**src/rtl/pmb_pkg.sv**
```systemverilog
package pmb_pkg;
   localparam int unsigned REG_RD_CMD     = 32'h28;
   localparam int unsigned REG_RD_RESULT  = 32'h2C;
   localparam int unsigned REG_LINK_STAT  = 32'h30;
   localparam int unsigned STAT_FULL_BIT  = 11;
   localparam int unsigned STAT_EMPTY_BIT = 10;
   localparam int unsigned RESULT_BUSY    = 31;

   typedef enum logic { ENG_IDLE = 1'b0, ENG_SHIFT = 1'b1 } eng_state_e;
endpackage

```
**src/rtl/pmb_wfifo.sv**
```systemverilog
module pmb_wfifo #(
   parameter int W     = 28,
   parameter int DEPTH = 8
) (
   input  logic         clk,
   input  logic         rst_n,
   input  logic         push,
   input  logic [W-1:0] din,
   input  logic         pop,
   output logic [W-1:0] dout,
   output logic         full,
   output logic         empty
);
   localparam int PW = (DEPTH > 1) ? $clog2(DEPTH) : 1;
   localparam int CW = $clog2(DEPTH + 1);

   generate
      if (DEPTH < 2) begin : g_bad_depth
         $error("pmb_wfifo: DEPTH must be at least 2");
      end
   endgenerate

   logic [W-1:0]  mem [DEPTH];
   logic [PW-1:0] wp, rp, wp_nxt, rp_nxt;
   logic [CW-1:0] cnt;
   logic          push_ok, pop_ok;

   assign full    = (cnt == CW'(DEPTH));
   assign empty   = (cnt == '0);
   assign push_ok = push && !full;
   assign pop_ok  = pop && !empty;
   assign dout    = mem[rp];

   generate
      if ((DEPTH & (DEPTH - 1)) == 0) begin : g_pow2
         assign wp_nxt = wp + 1'b1;
         assign rp_nxt = rp + 1'b1;
      end else begin : g_wrap
         assign wp_nxt = (wp == PW'(DEPTH - 1)) ? '0 : wp + 1'b1;
         assign rp_nxt = (rp == PW'(DEPTH - 1)) ? '0 : rp + 1'b1;
      end
   endgenerate

   always_ff @(posedge clk) begin
      if (push_ok) mem[wp] <= din;
   end

   always_ff @(posedge clk or negedge rst_n) begin
      if (!rst_n) begin
         wp  <= '0;
         rp  <= '0;
         cnt <= '0;
      end else begin
         if (push_ok) wp <= wp_nxt;
         if (pop_ok)  rp <= rp_nxt;
         case ({push_ok, pop_ok})
            2'b10:   cnt <= cnt + 1'b1;
            2'b01:   cnt <= cnt - 1'b1;
            default: cnt <= cnt;
         endcase
      end
   end

   AST_NO_OVERFLOW: assert property (@(posedge clk) disable iff (!rst_n)
      (full && !pop) |=> full);
   AST_FLAGS_EXCLUSIVE: assert property (@(posedge clk) disable iff (!rst_n)
      !(full && empty));
   AST_POP_DROPS_FULL: assert property (@(posedge clk) disable iff (!rst_n)
      (full && pop && !push) |=> !full);
endmodule

```
**src/rtl/pmb_serial_engine.sv**
```systemverilog
module pmb_serial_engine import pmb_pkg::*; #(
   parameter int AW       = 12,
   parameter int DW       = 16,
   parameter int HALF_DIV = 2
) (
   input  logic          clk,
   input  logic          rst_n,
   input  logic          start,
   input  logic          start_rd,
   input  logic [AW-1:0] start_addr,
   input  logic [DW-1:0] start_data,
   output logic          idle,
   output logic          done,
   output logic [DW-1:0] rx_data,
   output logic          sclk,
   output logic          csn,
   output logic          mosi,
   input  logic          miso
);
   localparam int FRAME = 1 + AW + DW;
   localparam int BCW   = $clog2(FRAME);

   generate
      if (HALF_DIV < 1) begin : g_bad_div
         $error("pmb_serial_engine: HALF_DIV must be at least 1");
      end
   endgenerate

   eng_state_e     st;
   logic [FRAME-1:0] tx;
   logic [BCW-1:0] bitn;
   logic           tick;

   generate
      if (HALF_DIV == 1) begin : g_nodiv
         assign tick = 1'b1;
      end else begin : g_div
         localparam int HCW = $clog2(HALF_DIV);
         logic [HCW-1:0] hcnt;
         always_ff @(posedge clk or negedge rst_n) begin
            if (!rst_n)                                         hcnt <= '0;
            else if (st == ENG_IDLE || hcnt == HCW'(HALF_DIV - 1)) hcnt <= '0;
            else                                                hcnt <= hcnt + 1'b1;
         end
         assign tick = (hcnt == HCW'(HALF_DIV - 1));
      end
   endgenerate

   assign idle = (st == ENG_IDLE);
   assign mosi = tx[FRAME-1];

   always_ff @(posedge clk or negedge rst_n) begin
      if (!rst_n) begin
         st      <= ENG_IDLE;
         tx      <= '0;
         bitn    <= '0;
         sclk    <= 1'b0;
         csn     <= 1'b1;
         done    <= 1'b0;
         rx_data <= '0;
      end else begin
         done <= 1'b0;
         case (st)
            ENG_IDLE: begin
               if (start) begin
                  st   <= ENG_SHIFT;
                  csn  <= 1'b0;
                  sclk <= 1'b0;
                  bitn <= '0;
                  tx   <= {start_rd, start_addr, start_data};
               end
            end
            ENG_SHIFT: begin
               if (tick) begin
                  if (!sclk) begin
                     sclk    <= 1'b1;
                     rx_data <= {rx_data[DW-2:0], miso};
                  end else begin
                     sclk <= 1'b0;
                     if (bitn == BCW'(FRAME - 1)) begin
                        st   <= ENG_IDLE;
                        csn  <= 1'b1;
                        done <= 1'b1;
                     end else begin
                        bitn <= bitn + 1'b1;
                        tx   <= {tx[FRAME-2:0], 1'b0};
                     end
                  end
               end
            end
         endcase
      end
   end

   AST_SCLK_PARKED: assert property (@(posedge clk) disable iff (!rst_n)
      csn |-> !sclk);
   AST_DONE_DESELECTS: assert property (@(posedge clk) disable iff (!rst_n)
      done |-> csn);
   AST_MOSI_STEADY_HIGH: assert property (@(posedge clk) disable iff (!rst_n)
      (!csn && $rose(sclk)) |-> $stable(mosi));
endmodule

```
**src/rtl/pmic_link_bridge.sv**
```systemverilog
module pmic_link_bridge import pmb_pkg::*; #(
   parameter int                BUS_AW     = 16,
   parameter int                ADDR_W     = 12,
   parameter int                DATA_W     = 16,
   parameter int                FIFO_DEPTH = 8,
   parameter int                HALF_DIV   = 2,
   parameter logic [BUS_AW-1:0] WIN_BASE   = 16'h8000
) (
   input  logic              clk,
   input  logic              rst_n,
   input  logic              bus_sel,
   input  logic              bus_wr,
   input  logic [BUS_AW-1:0] bus_addr,
   input  logic [31:0]       bus_wdata,
   output logic [31:0]       bus_rdata,
   output logic              ser_csn,
   output logic              ser_clk,
   output logic              ser_mosi,
   input  logic              ser_miso
);
   localparam int ENTRY_W = ADDR_W + DATA_W;

   generate
      if (ENTRY_W > 31) begin : g_bad_result
         $error("pmic_link_bridge: address and data do not fit the result word");
      end
      if (BUS_AW <= ADDR_W) begin : g_bad_bus
         $error("pmic_link_bridge: bus address must be wider than the window");
      end
   endgenerate

   logic               win_wr, cmd_wr;
   logic               fifo_full, fifo_empty, fifo_pop;
   logic [ENTRY_W-1:0] fifo_dout;
   logic               eng_idle, eng_done, eng_start, wr_go, rd_go;
   logic [ADDR_W-1:0]  eng_addr;
   logic [DATA_W-1:0]  eng_data, eng_rx;
   logic               busy_q, rd_started_q;
   logic [ADDR_W-1:0]  rd_addr_q, res_addr_q;
   logic [DATA_W-1:0]  res_data_q;
   logic [31:0]        rd_word, stat_word;
   logic               unused_wdata_hi;

   assign unused_wdata_hi = ^bus_wdata[31:DATA_W];

   assign win_wr = bus_sel && bus_wr &&
                   (bus_addr[BUS_AW-1:ADDR_W] == WIN_BASE[BUS_AW-1:ADDR_W]);
   assign cmd_wr = bus_sel && bus_wr && (bus_addr == BUS_AW'(REG_RD_CMD));

   pmb_wfifo #(.W(ENTRY_W), .DEPTH(FIFO_DEPTH)) u_wfifo (
      .clk   (clk),
      .rst_n (rst_n),
      .push  (win_wr),
      .din   ({bus_addr[ADDR_W-1:0], bus_wdata[DATA_W-1:0]}),
      .pop   (fifo_pop),
      .dout  (fifo_dout),
      .full  (fifo_full),
      .empty (fifo_empty)
   );

   assign wr_go     = eng_idle && !fifo_empty;
   assign rd_go     = eng_idle && fifo_empty && busy_q && !rd_started_q;
   assign eng_start = wr_go || rd_go;
   assign fifo_pop  = wr_go;
   assign eng_addr  = wr_go ? fifo_dout[ENTRY_W-1:DATA_W] : rd_addr_q;
   assign eng_data  = wr_go ? fifo_dout[DATA_W-1:0] : '0;

   pmb_serial_engine #(.AW(ADDR_W), .DW(DATA_W), .HALF_DIV(HALF_DIV)) u_engine (
      .clk        (clk),
      .rst_n      (rst_n),
      .start      (eng_start),
      .start_rd   (!wr_go),
      .start_addr (eng_addr),
      .start_data (eng_data),
      .idle       (eng_idle),
      .done       (eng_done),
      .rx_data    (eng_rx),
      .sclk       (ser_clk),
      .csn        (ser_csn),
      .mosi       (ser_mosi),
      .miso       (ser_miso)
   );

   always_ff @(posedge clk or negedge rst_n) begin
      if (!rst_n) begin
         busy_q       <= 1'b0;
         rd_started_q <= 1'b0;
         rd_addr_q    <= '0;
         res_addr_q   <= '0;
         res_data_q   <= '0;
      end else begin
         if (cmd_wr && !busy_q) begin
            busy_q    <= 1'b1;
            rd_addr_q <= bus_wdata[ADDR_W-1:0];
         end
         if (rd_go) rd_started_q <= 1'b1;
         if (eng_done && rd_started_q) begin
            busy_q       <= 1'b0;
            rd_started_q <= 1'b0;
            res_addr_q   <= rd_addr_q;
            res_data_q   <= eng_rx;
         end
      end
   end

   always_comb begin
      rd_word                      = '0;
      rd_word[RESULT_BUSY]         = busy_q;
      rd_word[DATA_W +: ADDR_W]    = res_addr_q;
      rd_word[DATA_W-1:0]          = res_data_q;
      stat_word                    = '0;
      stat_word[STAT_FULL_BIT]     = fifo_full;
      stat_word[STAT_EMPTY_BIT]    = fifo_empty;
   end

   always_comb begin
      bus_rdata = '0;
      if (bus_sel && !bus_wr) begin
         if (bus_addr == BUS_AW'(REG_RD_RESULT))      bus_rdata = rd_word;
         else if (bus_addr == BUS_AW'(REG_LINK_STAT)) bus_rdata = stat_word;
      end
   end

   AST_BUSY_RISES: assert property (@(posedge clk) disable iff (!rst_n)
      (cmd_wr && !busy_q) |=> busy_q);
   AST_BUSY_HELD: assert property (@(posedge clk) disable iff (!rst_n)
      (busy_q && !(eng_done && rd_started_q)) |=> busy_q);
   AST_READ_AFTER_DRAIN: assert property (@(posedge clk) disable iff (!rst_n)
      $rose(rd_started_q) |-> ($past(fifo_empty) && !ser_csn));
   AST_CMD_IGNORED: assert property (@(posedge clk) disable iff (!rst_n)
      (cmd_wr && busy_q) |=> $stable(rd_addr_q));
   AST_RESULT_HELD: assert property (@(posedge clk) disable iff (!rst_n)
      !busy_q |=> $stable(res_data_q) && $stable(res_addr_q));
endmodule

```
**config.mk**
```make
export PLATFORM = sky130hd
export DESIGN_NAME = pmic_link_bridge
export DESIGN_NICKNAME = d
export VERILOG_FILES = /design/src/rtl/pmb_pkg.sv /design/src/rtl/pmb_wfifo.sv /design/src/rtl/pmb_serial_engine.sv /design/src/rtl/pmic_link_bridge.sv
export SDC_FILE = /design/constraint.sdc
export NUM_CORES = 1
export LEC_CHECK = 0
export BUFFER_PORTS_ARGS = -buffer_cell sky130_fd_sc_hd__buf_2
export CAP_MARGIN = 5
export CELL_PAD_IN_SITES_DETAIL_PLACEMENT = 0
export CELL_PAD_IN_SITES_GLOBAL_PLACEMENT = 1
export CORE_MARGIN = 2
export CORE_UTILIZATION = 30
export DETAILED_ROUTE_END_ITERATION = 16
export GPL_ROUTABILITY_DRIVEN = 1
export PLACE_DENSITY_LB_ADDON = 0.1
export SETUP_SLACK_MARGIN = 0.15
export SLEW_MARGIN = 20
export SYNTH_ARGS = -nofsm -noshare
export SYNTH_HDL_FRONTEND = slang
export SYNTH_HIERARCHICAL = 1
export SYNTH_SLANG_ARGS = --single-unit
```
**constraint.sdc**
```tcl
create_clock -name clk -period 3.4 [get_ports clk]
set_input_delay 0.17 -clock clk [delete_from_list [all_inputs] [get_ports clk]]
set_output_delay 0.17 -clock clk [all_outputs]
set_load 0.1 [all_outputs]
```
# Word-level counts from Yosys, hierarchy flattened
# Memories as Yosys holds them, arrays and structs flattened.
# Index checks and enable logic that the tools add are counted.
dict set report op_classes {
  addsub 6
  bitwise_logic 2
  eq_ne 13
  n_reduce_logical 28
  n_mux 40
}
# operator n
set op_table {}
lappend op_table {{$mux W29} 4}
lappend op_table {{$mux W32} 2}
lappend op_table {{$pmux W29 S2} 1}
lappend op_table {{$eq A16 B6 Y1 const B} 3}
lappend op_table {{$mux W12} 2}
lappend op_table {{$mux W1} 21}
lappend op_table {{$mux W5} 4}
lappend op_table {{$mux W16} 1}
lappend op_table {{$logic_and A1 B1 Y1} 12}
lappend op_table {{$pmux W5 S2} 1}
lappend op_table {{$eq A4 B4 Y1 const B} 2}
lappend op_table {{$pmux W4 S2} 1}
lappend op_table {{$reduce_and A4 Y1} 2}
lappend op_table {{$add A3 B1 Y3 const B} 2}
lappend op_table {{$logic_not A1 Y1} 6}
lappend op_table {{$ne A2 B2 Y1 const B} 3}
lappend op_table {{$pmux W1 S2} 3}
lappend op_table {{$reduce_bool A2 Y1} 3}
lappend op_table {{$add A5 B1 Y5 const B} 1}
lappend op_table {{$eq A5 B5 Y1 const B} 1}
lappend op_table {{$add A4 B1 Y4 const B} 1}
lappend op_table {{$logic_not A4 Y1} 1}
lappend op_table {{$ne A2 B1 Y1 const B} 2}
lappend op_table {{$sub A4 B1 Y4 const B} 1}
lappend op_table {{other kinds (7)} 9}
dict set report totals {
  output_inout_bits 35
  register_bits 107
  elab_cells 106
  mem_bits_rw 224
  n_memories 1
  input_bits 53
}
# memory depth word_bits rd rd_ports_with_merged_regs wr line_no
set memory_table {}
lappend memory_table {u_wfifo.mem 8 28 1 0 1 pmb_wfifo.sv:23} ;# logic [W-1:0] mem [DEPTH];

# Depth between registers and ports, before layout
dict set report logic_depth {
  ltp_word 7
  depth_mapped 12
}

# By module
# Netlist, hierarchy kept.
# module cells_per_inst area_each_um2 n_inst seq_area_each_um2
set by_module_without_submodules {}
lappend by_module_without_submodules {pmb_wfifo 390 9042.4 1 6976.7}
lappend by_module_without_submodules {pmb_serial_engine 177 2626.3 1 1377.6}
lappend by_module_without_submodules {pmic_link_bridge 177 2279.7 1 1051.0}

# Worst setup path before layout
# No wires, ideal clock.
dict set report synth_timing {
  kind {input -> register}
  from {input port bus_addr[13]}
  to {memory u_wfifo.mem[0][0], enable pin}
  setup_slack_ps 121
  cell_stages 4
  t_arrival_ps 2831
  required_time_ps 2952
  path_cell_list {nor4b_4 > and3_2 > nand3b_1 > nor3_1}
}
dict set report synth_via {
  elab_chain_len 5
}
# element line_no
set synth_lines {}
lappend synth_lines {{start: declaration} pmic_link_bridge.sv:13} ;# input logic [BUS_AW-1:0] bus_addr,
lappend synth_lines {{$eq A4 B4 Y1} pmic_link_bridge.sv:47} ;# (bus_addr[BUS_AW-1:ADDR_W] == WIN_BASE[BUS_AW-1:ADDR_W]);
lappend synth_lines {{$logic_and A1 B1 Y1} pmic_link_bridge.sv:46} ;# assign win_wr = bus_sel && bus_wr &&
lappend synth_lines {{named net win_wr} pmic_link_bridge.sv:32} ;# logic win_wr, cmd_wr;
lappend synth_lines {{$logic_and A1 B1 Y1} pmb_wfifo.sv:30} ;# assign push_ok = push && !full;
lappend synth_lines {{$mux W1} pmb_wfifo.sv:45} ;# if (push_ok) mem[wp] <= din;
lappend synth_lines {{$mux W1 (not written as such)} pmb_wfifo.sv:45}
lappend synth_lines {{end: declaration} pmb_wfifo.sv:23}
# The timed path passes the listed nets, and every way through them passes these cells.

# Worst setup path in the final report
dict set report layout_timing {
  from {input port bus_addr[1]}
  to {output port bus_rdata[23]}
}
dict set report layout_via {
  elab_chain_len 3
}
# element line_no
set layout_lines {}
lappend layout_lines {{$eq A16 B6 Y1} pmic_link_bridge.sv:119} ;# if (bus_addr == BUS_AW'(REG_RD_RESULT)) bus_rdata = rd_word;
lappend layout_lines {{$mux W32} pmic_link_bridge.sv:119}
lappend layout_lines {{$mux W32} pmic_link_bridge.sv:118} ;# if (bus_sel && !bus_wr) begin
lappend layout_lines {{end: declaration} pmic_link_bridge.sv:15} ;# output logic [31:0] bus_rdata,
# No other way between the ends.

==> impl_results.html <==
<table>
<tr><th>Metric</th><th>Value</th></tr>
<tr><th colspan="2">Min path</th></tr>
<tr><td>Worst hold start</td><td>bus_addr[15]</td></tr>
<tr><td>Min-delay worst type</td><td>input port to flip-flop</td></tr>
<tr><td>Cells on Worst Hold Path</td><td>4</td></tr>
<tr><td>Worst min-delay path endpoint</td><td>u_wfifo/wp[2]</td></tr>
<tr><th colspan="2">STA</th></tr>
<tr><td>Final setup violation count</td><td>0</td></tr>
<tr><td>Maximum clock rate</td><td>0.336 GHz</td></tr>
<tr><td>Final-layout worst hold slack</td><td>0.141 ns</td></tr>
<tr><td>Fin crit period</td><td>2.97 ns</td></tr>
<tr><td>Setup repair after global routing missed its margin</td><td>no</td></tr>
<tr><td>Count of pins over their slew limit</td><td>0</td></tr>
<tr><td>Headroom to the max-slew limit</td><td>36.5%</td></tr>
<tr><td>Share of the clock period used by the worst path after layout</td><td>87.5%</td></tr>
<tr><td>Actual slew at the worst max-slew pin</td><td>0.948 ns</td></tr>
<tr><td>Setup Total Neg Slack</td><td>0 ns</td></tr>
<tr><td>Hold Violations, Final</td><td>0</td></tr>
<tr><td>Clk_skew</td><td>0.0184 ns</td></tr>
<tr><th colspan="2">Clock network</th></tr>
<tr><td>Clock latency on the worst-skew pair</td><td>0.55 ns</td></tr>
<tr><td>CTS max path bufs</td><td>3</td></tr>
<tr><td>Worst-path clk slew</td><td>0.05 ns</td></tr>
<tr><td>Number of gates resized after cts</td><td>0</td></tr>
<tr><td>Number of clock buffers inserted by TritonCTS</td><td>40</td></tr>
<tr><td>Number of H-tree branching levels</td><td>2</td></tr>
<tr><td>CTS Hold Bufs</td><td>30</td></tr>
<tr><td>Clk sinks</td><td>331</td></tr>
<tr><td>Number of buffers inserted to repair setup after CTS</td><td>0</td></tr>
<tr><td>Cell at the root of the clock tree</td><td>sky130_fd_sc_hd__clkbuf_16</td></tr>
<tr><td>CTS tree</td><td>done</td></tr>
<tr><th colspan="2">Critical path</th></tr>
<tr><td>Reg2reg start</td><td>u_wfifo/cnt[0]</td></tr>
<tr><td>Worst flop-to-flop path endpoint</td><td>u_wfifo/cnt[3]</td></tr>
<tr><td>Highest net fanout along the worst path</td><td>27</td></tr>
<tr><td>CP endpoint kind</td><td>output pin</td></tr>
<tr><td>Worst R2R Path Depth</td><td>7</td></tr>
<tr><td>Crit Path Class</td><td>input port to output pin</td></tr>
<tr><td>Slowest Stage Delay on Critical Path</td><td>0.54 ns</td></tr>
<tr><td>Cell with the largest stage delay on the worst path</td><td>sky130_fd_sc_hd__dlygate4sd3_1</td></tr>
<tr><td>Crit path from</td><td>bus_addr[1]</td></tr>
<tr><td>List of cells traversed by the critical path</td><td>dlygate4sd3_1 &gt; buf_2 &gt; nor4_4 &gt; nand4_4 &gt; nor4_4 &gt; buf_4 &gt; and2_1 &gt; buf_2</td></tr>
<tr><td>Worst R2R Setup Slack</td><td>0.47 ns</td></tr>
<tr><td>Arrival time of the worst setup path</td><td>2.80 ns</td></tr>
<tr><td>CP startpoint kind</td><td>input port</td></tr>
<tr><td>CP Data Required Time</td><td>3.23 ns</td></tr>
<tr><th colspan="2">Drt</th></tr>
<tr><td>Initial DRT Pass Iterations</td><td>5</td></tr>
<tr><td>1st-iter DRT viols</td><td>352</td></tr>
<tr><td>DRC violation count after routing</td><td>0</td></tr>
<tr><td>Drt wl/cell</td><td>21.6 um</td></tr>
<tr><td>Remaining number of nets flagged by the antenna check after routing</td><td>0</td></tr>
<tr><td>Number of vias in the routed layout</td><td>7032</td></tr>
<tr><td>Detail-routed via count per cell</td><td>4.63</td></tr>
<tr><td>WL final</td><td>32700 um</td></tr>
<tr><th colspan="2">Layout</th></tr>
<tr><td>Non-filler instance count after layout</td><td>1519</td></tr>
<tr><td>Total inserted antenna cells</td><td>0</td></tr>
<tr><td>Number of nets in the final layout</td><td>943</td></tr>
<tr><td>Fraction of layout cells with a size suffix above 1</td><td>42.7%</td></tr>
<tr><td>Area growth syn-to-layout</td><td>19.7%</td></tr>
<tr><th colspan="2">Die</th></tr>
<tr><td>CORE AREA</td><td>46300 um^2</td></tr>
<tr><td>Count of boundary I/O pins</td><td>88</td></tr>
<tr><td>Horizontal die dimension</td><td>220 um</td></tr>
<tr><td>Die height</td><td>220 um</td></tr>
<tr><td>Overall die area</td><td>48200 um^2</td></tr>
<tr><td>Effective utilization at floorplan</td><td>30.2%</td></tr>
<tr><td>Std cell rows</td><td>79</td></tr>
<tr><th colspan="2">Global route</th></tr>
<tr><td>Number of antenna violations at the first check in global routing</td><td>0</td></tr>
<tr><td>Global-route wire length before repair</td><td>48900 um</td></tr>
<tr><td>GRT Total Usage</td><td>14.0%</td></tr>
<tr><td>Via count of the first global-routing pass</td><td>7479</td></tr>
<tr><td>Largest net degree at the start of global routing</td><td>62</td></tr>
<tr><td>Total gr overflow</td><td>0</td></tr>
<tr><th colspan="2">Logic synthesis</th></tr>
<tr><td>Synth Area per Inst</td><td>18.7 um^2</td></tr>
<tr><td>Synthesis warning total</td><td>6</td></tr>
<tr><td>Post-synthesis instance total</td><td>744</td></tr>
<tr><td>Share of the synthesized area in the top cell type</td><td>48.2%</td></tr>
<tr><td>Sequential element share of the synthesized area</td><td>67.4%</td></tr>
<tr><td>Unique cell type count in the Yosys netlist</td><td>59</td></tr>
<tr><td>Area contributors post-synth</td><td>sky130_fd_sc_hd__edfxtp_1 48%, sky130_fd_sc_hd__dfrtp_1 19%, sky130_fd_sc_hd__mux2_2 9.4%</td></tr>
<tr><td>Yosys reg bits</td><td>331</td></tr>
<tr><td>Number of synthesized flops with an enable pin</td><td>224</td></tr>
<tr><td>Area of the mapped netlist</td><td>13900 um^2</td></tr>
<tr><td>Top cell type by total area after synthesis</td><td>sky130_fd_sc_hd__edfxtp_1</td></tr>
<tr><td>Fraction of synthesis flops using an asynchronous set or reset pin</td><td>32.3%</td></tr>
<tr><td>Top FF cell, synth</td><td>sky130_fd_sc_hd__edfxtp_1</td></tr>
<tr><th colspan="2">Placement</th></tr>
<tr><td>Cell count after placement</td><td>1417</td></tr>
<tr><td>Sum of net half-perimeters after detailed placement</td><td>19700 um</td></tr>
<tr><td>Count of input and output buffers</td><td>68</td></tr>
<tr><td>Global placer's final weighted congestion</td><td>0.722</td></tr>
<tr><th colspan="2">Power</th></tr>
<tr><td>Leakage Power</td><td>6.28 nW</td></tr>
<tr><td>Post-layout power</td><td>8.74 mW</td></tr>
<tr><td>Largest vdd supply drop</td><td>0.321 mV</td></tr>
<tr><td>Pwr dens</td><td>524 nW/um^2</td></tr>
<tr><th colspan="2">Run</th></tr>
<tr><td>Total of max-cap violations</td><td>0</td></tr>
<tr><th colspan="2">Status</th></tr>
<tr><td>Run status</td><td>completed</td></tr>
</table>
-- cell families (layout without fill, tap and decap cells) --
kind of cell | count (synthesis) | after routing | share of synthesized area, %
flip-flops | 331 | 331 | 67.4
multiplexers | 211 | 211 | 22.5
AND/OR/NAND/NOR | 114 | 114 | 5.42
buffers and inverters | 49 | 215 | 2.11
AO/OA/AOI/OAI | 22 | 22 | 1.20
adder cells (fa/ha/maj) | 8 | 8 | 0.771
XOR/XNOR | 8 | 8 | 0.502
other | 1 | 3 | 0.0269
-- how the worst max path moves through the flow --
stage	end	slack [ns]	cells past startpoint
floorplan	u_wfifo/cnt[3]	0.53	12
global placement	u_wfifo/cnt[3]	0.58	10
detailed placement	u_wfifo/cnt[3]	0.47	7
CTS	bus_rdata[23]	0.33	8
global route	u_wfifo/cnt[3]	0.24	7
finish	bus_rdata[23]	0.43	8
-- registers in the layout (all words and copies together) (netlist names) --
signal / cells
u_engine/tx: 29
busy_q: 1
u_engine/g_div.hcnt: 1
u_engine/bitn: 5
u_engine/sclk: 1
rd_started_q: 1
u_wfifo/wp: 3
rd_addr_q: 12
u_wfifo/mem: 224
u_wfifo/cnt: 4
u_engine/st: 1
res_data_q: 16
u_wfifo/rp: 3
u_engine/csn: 1
u_engine/done: 1
u_engine/rx_data: 16
res_addr_q: 12
-- placed cells by master, fill, tap and decap left out, types with 4 or more instances in the layout --
| master | Yosys | layout |
|---|---|---|
| sky130_fd_sc_hd__and2_1 | 43 | 43 |
| sky130_fd_sc_hd__buf_12 | 1 | 4 |
| sky130_fd_sc_hd__buf_2 | 12 | 67 |
| sky130_fd_sc_hd__buf_4 | 3 | 29 |
| sky130_fd_sc_hd__clkbuf_1 | 9 | 17 |
| sky130_fd_sc_hd__clkbuf_16 | 0 | 42 |
| sky130_fd_sc_hd__clkbuf_8 | 0 | 6 |
| sky130_fd_sc_hd__dfrtp_1 | 106 | 104 |
| sky130_fd_sc_hd__dlygate4sd3_1 | 0 | 30 |
| sky130_fd_sc_hd__edfxtp_1 | 224 | 224 |
| sky130_fd_sc_hd__ha_1 | 7 | 7 |
| sky130_fd_sc_hd__inv_1 | 12 | 12 |
| sky130_fd_sc_hd__mux2_2 | 117 | 117 |
| sky130_fd_sc_hd__mux2_4 | 37 | 37 |
| sky130_fd_sc_hd__mux4_2 | 56 | 56 |
| sky130_fd_sc_hd__nand2_1 | 13 | 13 |
| sky130_fd_sc_hd__nand3_1 | 11 | 11 |
| sky130_fd_sc_hd__nor2_1 | 15 | 9 |
| sky130_fd_sc_hd__nor2_2 | 0 | 6 |
| sky130_fd_sc_hd__nor3b_1 | 4 | 4 |
| sky130_fd_sc_hd__o211ai_1 | 4 | 4 |
| sky130_fd_sc_hd__xnor2_1 | 7 | 7 |
-- Yosys cell counts, drive strengths merged, types with 7 or more instances --
library cell	n
and2	43
nand2	14
edfxtp	224
inv	13
clkbuf	9
mux4	56
mux2	154
xnor2	7
nand3	12
nor2	15
ha	7
buf	27
dfrtp	106
-- per-stage QoR --
stage | instance area [um^2] | worst slack (ns) | utilization (%)
6_report | 16700 | 0.425 | 36.1
3_3_place_gp | 15100 | 0.581 | 32.7
5_1_grt | 16700 | 0.239 | 36.1
3_5_place_dp | 15100 | 0.470 | 32.7
2_1_floorplan | 14000 | 0.528 | -
4_1_cts | 16700 | 0.329 | 36.1
-- worst max-delay path, delay by kind of cell --
family | cells | cell delay, ns
and+or+nand+nor | 4 | 1.07
buffers and inverters | 4 | 1.55
-- report_power, final --
| group | leakage, nW | switching [mW] | total, mW | internal, mW |
|---|---|---|---|---|
| clock network | 0.611 | 1.60 | 4.07 | 2.47 |
| registers | 3.41 | 0.0497 | 4.40 | 4.35 |
| logic | 2.26 | 0.163 | 0.271 | 0.108 |
-- routing by layer --
layer	up-vias	part of all wire, %	GRT usage [%]
li1	3167	-	-
met4	0	2.1	4.72
met2	125	46	22.0
met3	43	3.6	2.46
met1	3697	48	19.6
met5	-	0	0
-- cell type report --
type                       instances  area [um^2]
fill                            4369        29600
sequential                       331         9410
multi-input combinational        366         4300
clock buffer                      65         1200
timing repair buffer             130          933
tap                              607          759
clock inverter                     7         56.3
inverter                          13         48.8
Note: power is estimated with default switching activity, not from simulation.
